[config.mk]
export PLATFORM = sky130hd
export DESIGN_NAME = wb_slice_reg
export DESIGN_NICKNAME = d
export VERILOG_FILES = /design/src/rtl/wbsr_pkg.sv /design/src/rtl/wbsr_bus_ack.sv /design/src/rtl/wbsr_store.sv /design/src/rtl/wbsr_field_map.sv /design/src/rtl/wb_slice_reg.sv
export SDC_FILE = /design/constraint.sdc
export NUM_CORES = 1
export LEC_CHECK = 0
export BUFFER_PORTS_ARGS = -buffer_cell sky130_fd_sc_hd__buf_4
export CAP_MARGIN = 20
export CELL_PAD_IN_SITES_DETAIL_PLACEMENT = 0
export CELL_PAD_IN_SITES_GLOBAL_PLACEMENT = 1
export CORE_ASPECT_RATIO = 1.75
export CORE_MARGIN = 10
export CORE_UTILIZATION = 25
export CTS_CLUSTER_DIAMETER = 150
export DETAILED_ROUTE_END_ITERATION = 7
export GPL_ROUTABILITY_DRIVEN = 0
export PLACE_DENSITY_LB_ADDON = 0.05
export SYNTH_ARGS = -nofsm -noshare
export SYNTH_HDL_FRONTEND = slang
export SYNTH_SLANG_ARGS = --single-unit
[constraint.sdc]
create_clock -name clk_i -period 1.6 [get_ports clk_i]
set_input_delay 0 -clock clk_i [delete_from_list [all_inputs] [get_ports clk_i]]
set_output_delay 0 -clock clk_i [all_outputs]
set_load 0.005 [all_outputs]
[src/rtl/wbsr_pkg.sv]
package wbsr_pkg;
  typedef enum logic [1:0] {
    ACC_RW = 2'd0,
    ACC_RO = 2'd1,
    ACC_WO = 2'd2
  } access_e;

  localparam int unsigned SLICE_MAX = 8;
  localparam int unsigned BOUND_W   = 8;
endpackage

[src/rtl/wbsr_bus_ack.sv]
module wbsr_bus_ack (
  input  logic clk_i,
  input  logic rst_i,
  input  logic cyc_i,
  input  logic stb_i,
  input  logic we_i,
  output logic ack_o,
  output logic wr_take_o,
  output logic rd_take_o
);
  logic take;

  assign take      = cyc_i && stb_i && !ack_o;
  assign wr_take_o = take && we_i;
  assign rd_take_o = take && !we_i;

  always_ff @(posedge clk_i) begin
    if (rst_i) ack_o <= 1'b0;
    else       ack_o <= take;
  end

  assert_ack_pulse_R2: assert property (@(posedge clk_i) disable iff (rst_i)
    ack_o |=> !ack_o);
  assert_ack_cause_R10: assert property (@(posedge clk_i) disable iff (rst_i)
    !(cyc_i && stb_i) |=> !ack_o);
endmodule

[src/rtl/wbsr_store.sv]
module wbsr_store #(
  parameter int unsigned      DATA_W = 32,
  parameter int unsigned      REG_W  = 8,
  parameter wbsr_pkg::access_e ACCESS = wbsr_pkg::ACC_RW
) (
  input  logic              clk_i,
  input  logic              rst_i,
  input  logic              wr_take_i,
  input  logic              rd_take_i,
  input  logic [DATA_W-1:0] bus_dat_i,
  input  logic              hw_ld_i,
  input  logic [REG_W-1:0]  hw_dat_i,
  output logic [REG_W-1:0]  q_o,
  output logic [DATA_W-1:0] rd_dat_o
);
  localparam bit BUS_WR = (ACCESS != wbsr_pkg::ACC_RO);
  localparam bit BUS_RD = (ACCESS != wbsr_pkg::ACC_WO);

  logic bus_wr_eff;
  assign bus_wr_eff = wr_take_i && BUS_WR;

  always_ff @(posedge clk_i) begin
    if (rst_i)           q_o <= '0;
    else if (bus_wr_eff) q_o <= bus_dat_i[REG_W-1:0];
    else if (hw_ld_i)    q_o <= hw_dat_i;
  end

  always_ff @(posedge clk_i) begin
    if (rst_i)                    rd_dat_o <= '0;
    else if (rd_take_i && BUS_RD) rd_dat_o <= DATA_W'(q_o);
    else                          rd_dat_o <= '0;
  end

  generate
    if (BUS_WR) begin : g_wr_chk
      assert_bus_load_R3: assert property (@(posedge clk_i) disable iff (rst_i)
        wr_take_i |=> q_o == $past(bus_dat_i[REG_W-1:0]));
    end else begin : g_ro_chk
      assert_ro_hold_R5: assert property (@(posedge clk_i) disable iff (rst_i)
        !hw_ld_i |=> $stable(q_o));
    end
    if (BUS_RD) begin : g_rd_chk
      assert_read_data_R4: assert property (@(posedge clk_i) disable iff (rst_i)
        rd_take_i |=> rd_dat_o == DATA_W'($past(q_o)));
    end else begin : g_wo_chk
      assert_wo_zero_R4: assert property (@(posedge clk_i) disable iff (rst_i)
        rd_take_i |=> rd_dat_o == '0);
    end
  endgenerate
endmodule

[src/rtl/wbsr_field_map.sv]
module wbsr_field_map #(
  parameter int unsigned REG_W   = 8,
  parameter int unsigned SLICE_N = 2,
  parameter int unsigned FIELD_N = 2,
  parameter logic [wbsr_pkg::SLICE_MAX*wbsr_pkg::BOUND_W-1:0] SLICE_LO = '0,
  parameter logic [wbsr_pkg::SLICE_MAX*wbsr_pkg::BOUND_W-1:0] SLICE_HI = '0
) (
  input  logic [REG_W-1:0]         q_i,
  output logic [FIELD_N*REG_W-1:0] field_o
);
  localparam int unsigned BW = wbsr_pkg::BOUND_W;

  generate
    if (SLICE_N == 0) begin : g_whole
      assign field_o = q_i;
    end else begin : g_slices
      for (genvar i = 0; i < SLICE_N; i++) begin : g_lane
        localparam int unsigned LO = int'(SLICE_LO[i*BW +: BW]);
        localparam int unsigned HI = int'(SLICE_HI[i*BW +: BW]);
        assign field_o[i*REG_W +: REG_W] = REG_W'(q_i[HI:LO]);
      end
    end
  endgenerate
endmodule

[src/rtl/wb_slice_reg.sv]
module wb_slice_reg #(
  parameter int unsigned       DATA_W  = 32,
  parameter int unsigned       REG_W   = 8,
  parameter wbsr_pkg::access_e ACCESS  = wbsr_pkg::ACC_RW,
  parameter int unsigned       SLICE_N = 2,
  parameter logic [wbsr_pkg::SLICE_MAX*wbsr_pkg::BOUND_W-1:0] SLICE_LO = 64'h0000_0000_0000_0400,
  parameter logic [wbsr_pkg::SLICE_MAX*wbsr_pkg::BOUND_W-1:0] SLICE_HI = 64'h0000_0000_0000_0703,
  localparam int unsigned      FIELD_N = (SLICE_N == 0) ? 1 : SLICE_N
) (
  input  logic                     clk_i,
  input  logic                     rst_i,
  input  logic                     wb_cyc_i,
  input  logic                     wb_stb_i,
  input  logic                     wb_we_i,
  input  logic [DATA_W-1:0]        wb_dat_i,
  output logic [DATA_W-1:0]        wb_dat_o,
  output logic                     wb_ack_o,
  input  logic                     hw_ld_i,
  input  logic [REG_W-1:0]         hw_dat_i,
  output logic [FIELD_N*REG_W-1:0] field_o
);
  logic             wr_take, rd_take;
  logic [REG_W-1:0] q;

  wbsr_bus_ack u_ack (
    .clk_i(clk_i), .rst_i(rst_i), .cyc_i(wb_cyc_i), .stb_i(wb_stb_i),
    .we_i(wb_we_i), .ack_o(wb_ack_o), .wr_take_o(wr_take), .rd_take_o(rd_take)
  );

  wbsr_store #(.DATA_W(DATA_W), .REG_W(REG_W), .ACCESS(ACCESS)) u_store (
    .clk_i(clk_i), .rst_i(rst_i), .wr_take_i(wr_take), .rd_take_i(rd_take),
    .bus_dat_i(wb_dat_i), .hw_ld_i(hw_ld_i), .hw_dat_i(hw_dat_i),
    .q_o(q), .rd_dat_o(wb_dat_o)
  );

  wbsr_field_map #(.REG_W(REG_W), .SLICE_N(SLICE_N), .FIELD_N(FIELD_N),
                   .SLICE_LO(SLICE_LO), .SLICE_HI(SLICE_HI)) u_map (
    .q_i(q), .field_o(field_o)
  );

  assert_local_load_R6: assert property (@(posedge clk_i) disable iff (rst_i)
    (hw_ld_i && !(wr_take && ACCESS != wbsr_pkg::ACC_RO)) |=> q == $past(hw_dat_i));
endmodule

==> flow_summary.toml <==
[layout]
post-route-util_pct = 32.2
antenna-diode-count = 0
area_growth_pct = 24.2
fill_cells = 405
nNetsFinal = 174
drive_above_1_share_pct = 41.7
postLayoutCellArea_um2 = 1170

[drt]
wire_per_inst_um = 14.0
routed_wl_um = 2430
drt_first_pass_iters = 2
vias = 641
vias_per_cell = 3.71
ant_nets = 0
drt_iter0_drc = 8
drc = 0

[cts]
cts_resized = 0
cts_tree = "yes"
clock-root-buffer = "clkbuf_8"
numCtsBuffers = 3
holdBufCountCts = 0
cts_sinks = 17
path_clk_slew_ns = 0.06
cts_buffer_depth = 2
post_cts_buffers = 0
clk_latency_ns = 0.24
cts_max_level = 1

[timing]
rsz0062_at_grt = "false"
layout_setup_ws_ns = 0.447
post-route-period-util_pct = 72.1
final.min_clock_period_ns = 1.15
clock_skew_ns = 0.00218
tns_ns = 0
slew_violations = 0
setup_violations = 0
finalHoldViolCount = 0
clock.fmax_mhz = 867

[placed_design]
portBuffers = 38
pre_cts_ws_ns = 0.431
hpwl_um = 2060
placed_area_um2 = 1120

[critical_path]
path_delay_family = "simple AND/OR/NAND/NOR gates"
cp_slowest_cell = "nand4b_4"
required_ns = 1.72
worstPathArrival_ns = 1.27
crit_fanout = 16
cp_slowest_stage_delay_ns = 0.38
cp_num_buf_inv = 0
end_kind = "flop"
start_kind = "flop"
path_cells = "nand4b_4 > nor2_1 > a211oi_2"
crit_type = "flop to flop"
setup.reg_to_reg.worst_slack_ns = 0.45

[floorplan]
chipWidth_um = 66.3
fp.dieH_um = 101
ios = 95
initial_utilization_pct = 25.9
die-area_um2 = 6710
core_um2 = 3630
rows = 29

[synthesis]
synth_cell_types = 15
synth.most_common_cell = "buf_4"
yosysWarnings = 0
synth_edf_count = 0
yosysTopAreaCellShare_pct = 36.2
async_flop_share_pct = 0
seq_area_frac_synth_pct = 36.2
synth_area_leader_cell = "dfxtp_1"
yosys_register_bits = 17
ys_top_cells_by_count = "buf_4 (32), dfxtp_1 (17), a211oi_2 (8), and2_1 (8), mux2i_1 (8)"
yosys_most_used_dff = "dfxtp_1"
syn-cell-area_um2 = 940
netlist_top_cells_area = "dfxtp_1 (36%), buf_4 (26%), a211oi_2 (11%), mux2i_1 (8.5%), and2_1 (5.3%)"
netlist_instances = 89
syn_area_per_cell_um2 = 10.6

[global_routing]
grt-ovfl-total = 0
grt_usage_pct = 7.31
antenna_found_initial = 0
grt_pass1_vias = 732
grt_pass1_wl_um = 3680
grt_max_degree = 17

[pwr]
power_leakage_nw = 0.583
peakVddDrop_v = 0.000359
power.density_nw_per_um2 = 790

[run_status]
outcome = "finished, final reports clean"

[hold_path]
holdCritPathClass = "input pin to flop"

[job]
drv_cap = 0
[state kept, by name (all words and copies together) (netlist names)]
| name | cells |
|---|---|
| u_store.rd_dat_o | 8 |
| u_ack.ack_o | 1 |
| u_store.q_o | 8 |
[area by class of cell]
type / instances / area (um^2) / area share (%)
Multi-Input combinational cell: 68 / 439 / 37.6
Timing Repair Buffer: 38 / 285 / 24.4
Sequential cell: 17 / 340 / 29.2
Clock buffer: 4 / 45.0 / 3.86
Tap cell: 46 / 57.6 / 4.93
[worst register-to-register path, stage by stage (launching register included)]
cell      delay (ns)
dfxtp_1         0.35
nand4b_4        0.38
nor2_1          0.23
a211oi_2        0.06
[per-stage QoR]
step | total power, W | std cells | hold slack [ns]
floorplan | 0.000600 | 120 | 0.191
CTS | 0.000938 | 173 | 0.0489
finish | 0.000922 | 173 | 0.0504
detailed placement | 0.000621 | 169 | 0.316
global route | 0.000982 | 173 | 0.0570
global placement | 0.000620 | 169 | 0.316
[kinds of logic (layout without fill, tap and decap cells)]
logic type / Yosys count / in the layout / share of synthesized area (%)
buf+inv: 35 / 42 / 29.4
simple gates: 20 / 20 / 14.8
flops: 17 / 17 / 36.2
compound gates: 8 / 8 / 10.7
mux: 8 / 8 / 8.52
other cells: 1 / 32 / 0.399
[cell usage in the layout, fill, tap and decap left out, drive strengths merged]
cell	instances
buf	38
conb	32
dfxtp	17
mux2i	8
a211oi	8
and2	8
nor2	8
clkbuf	4
nand4b	1
nand2	1
nor4	1
nor3	1
[power breakdown]
group / switching, W / internal, W
Sequential: 0.0000121 / 0.000442
Combinational: 0.0000757 / 0.0000817
Clock: 0.000134 / 0.000176
Total: 0.000222 / 0.000700
[worst paths after layout]
kind	start	endpoint	depth (start not counted)
worst min-delay path	rst_i	u_store.q_o[3]	2
worst max-delay path	u_ack.ack_o	u_store.q_o[1]	3
worst max register to register	u_ack.ack_o	u_store.q_o[1]	3
worst min register to register	u_store.q_o[5]	u_store.rd_dat_o[5]	1
[routing by layer]
layer / part of all wire [%] / GRT usage (%) / vias to the layer above
li1: - / - / 305
met5: 0 / 0 / -
met3: 8.0 / 2.67 / 2
met2: 55 / 13.3 / 41
met1: 35 / 6.72 / 293
met4: 1.2 / 3.89 / 0
(Power assumes the default switching activity.)
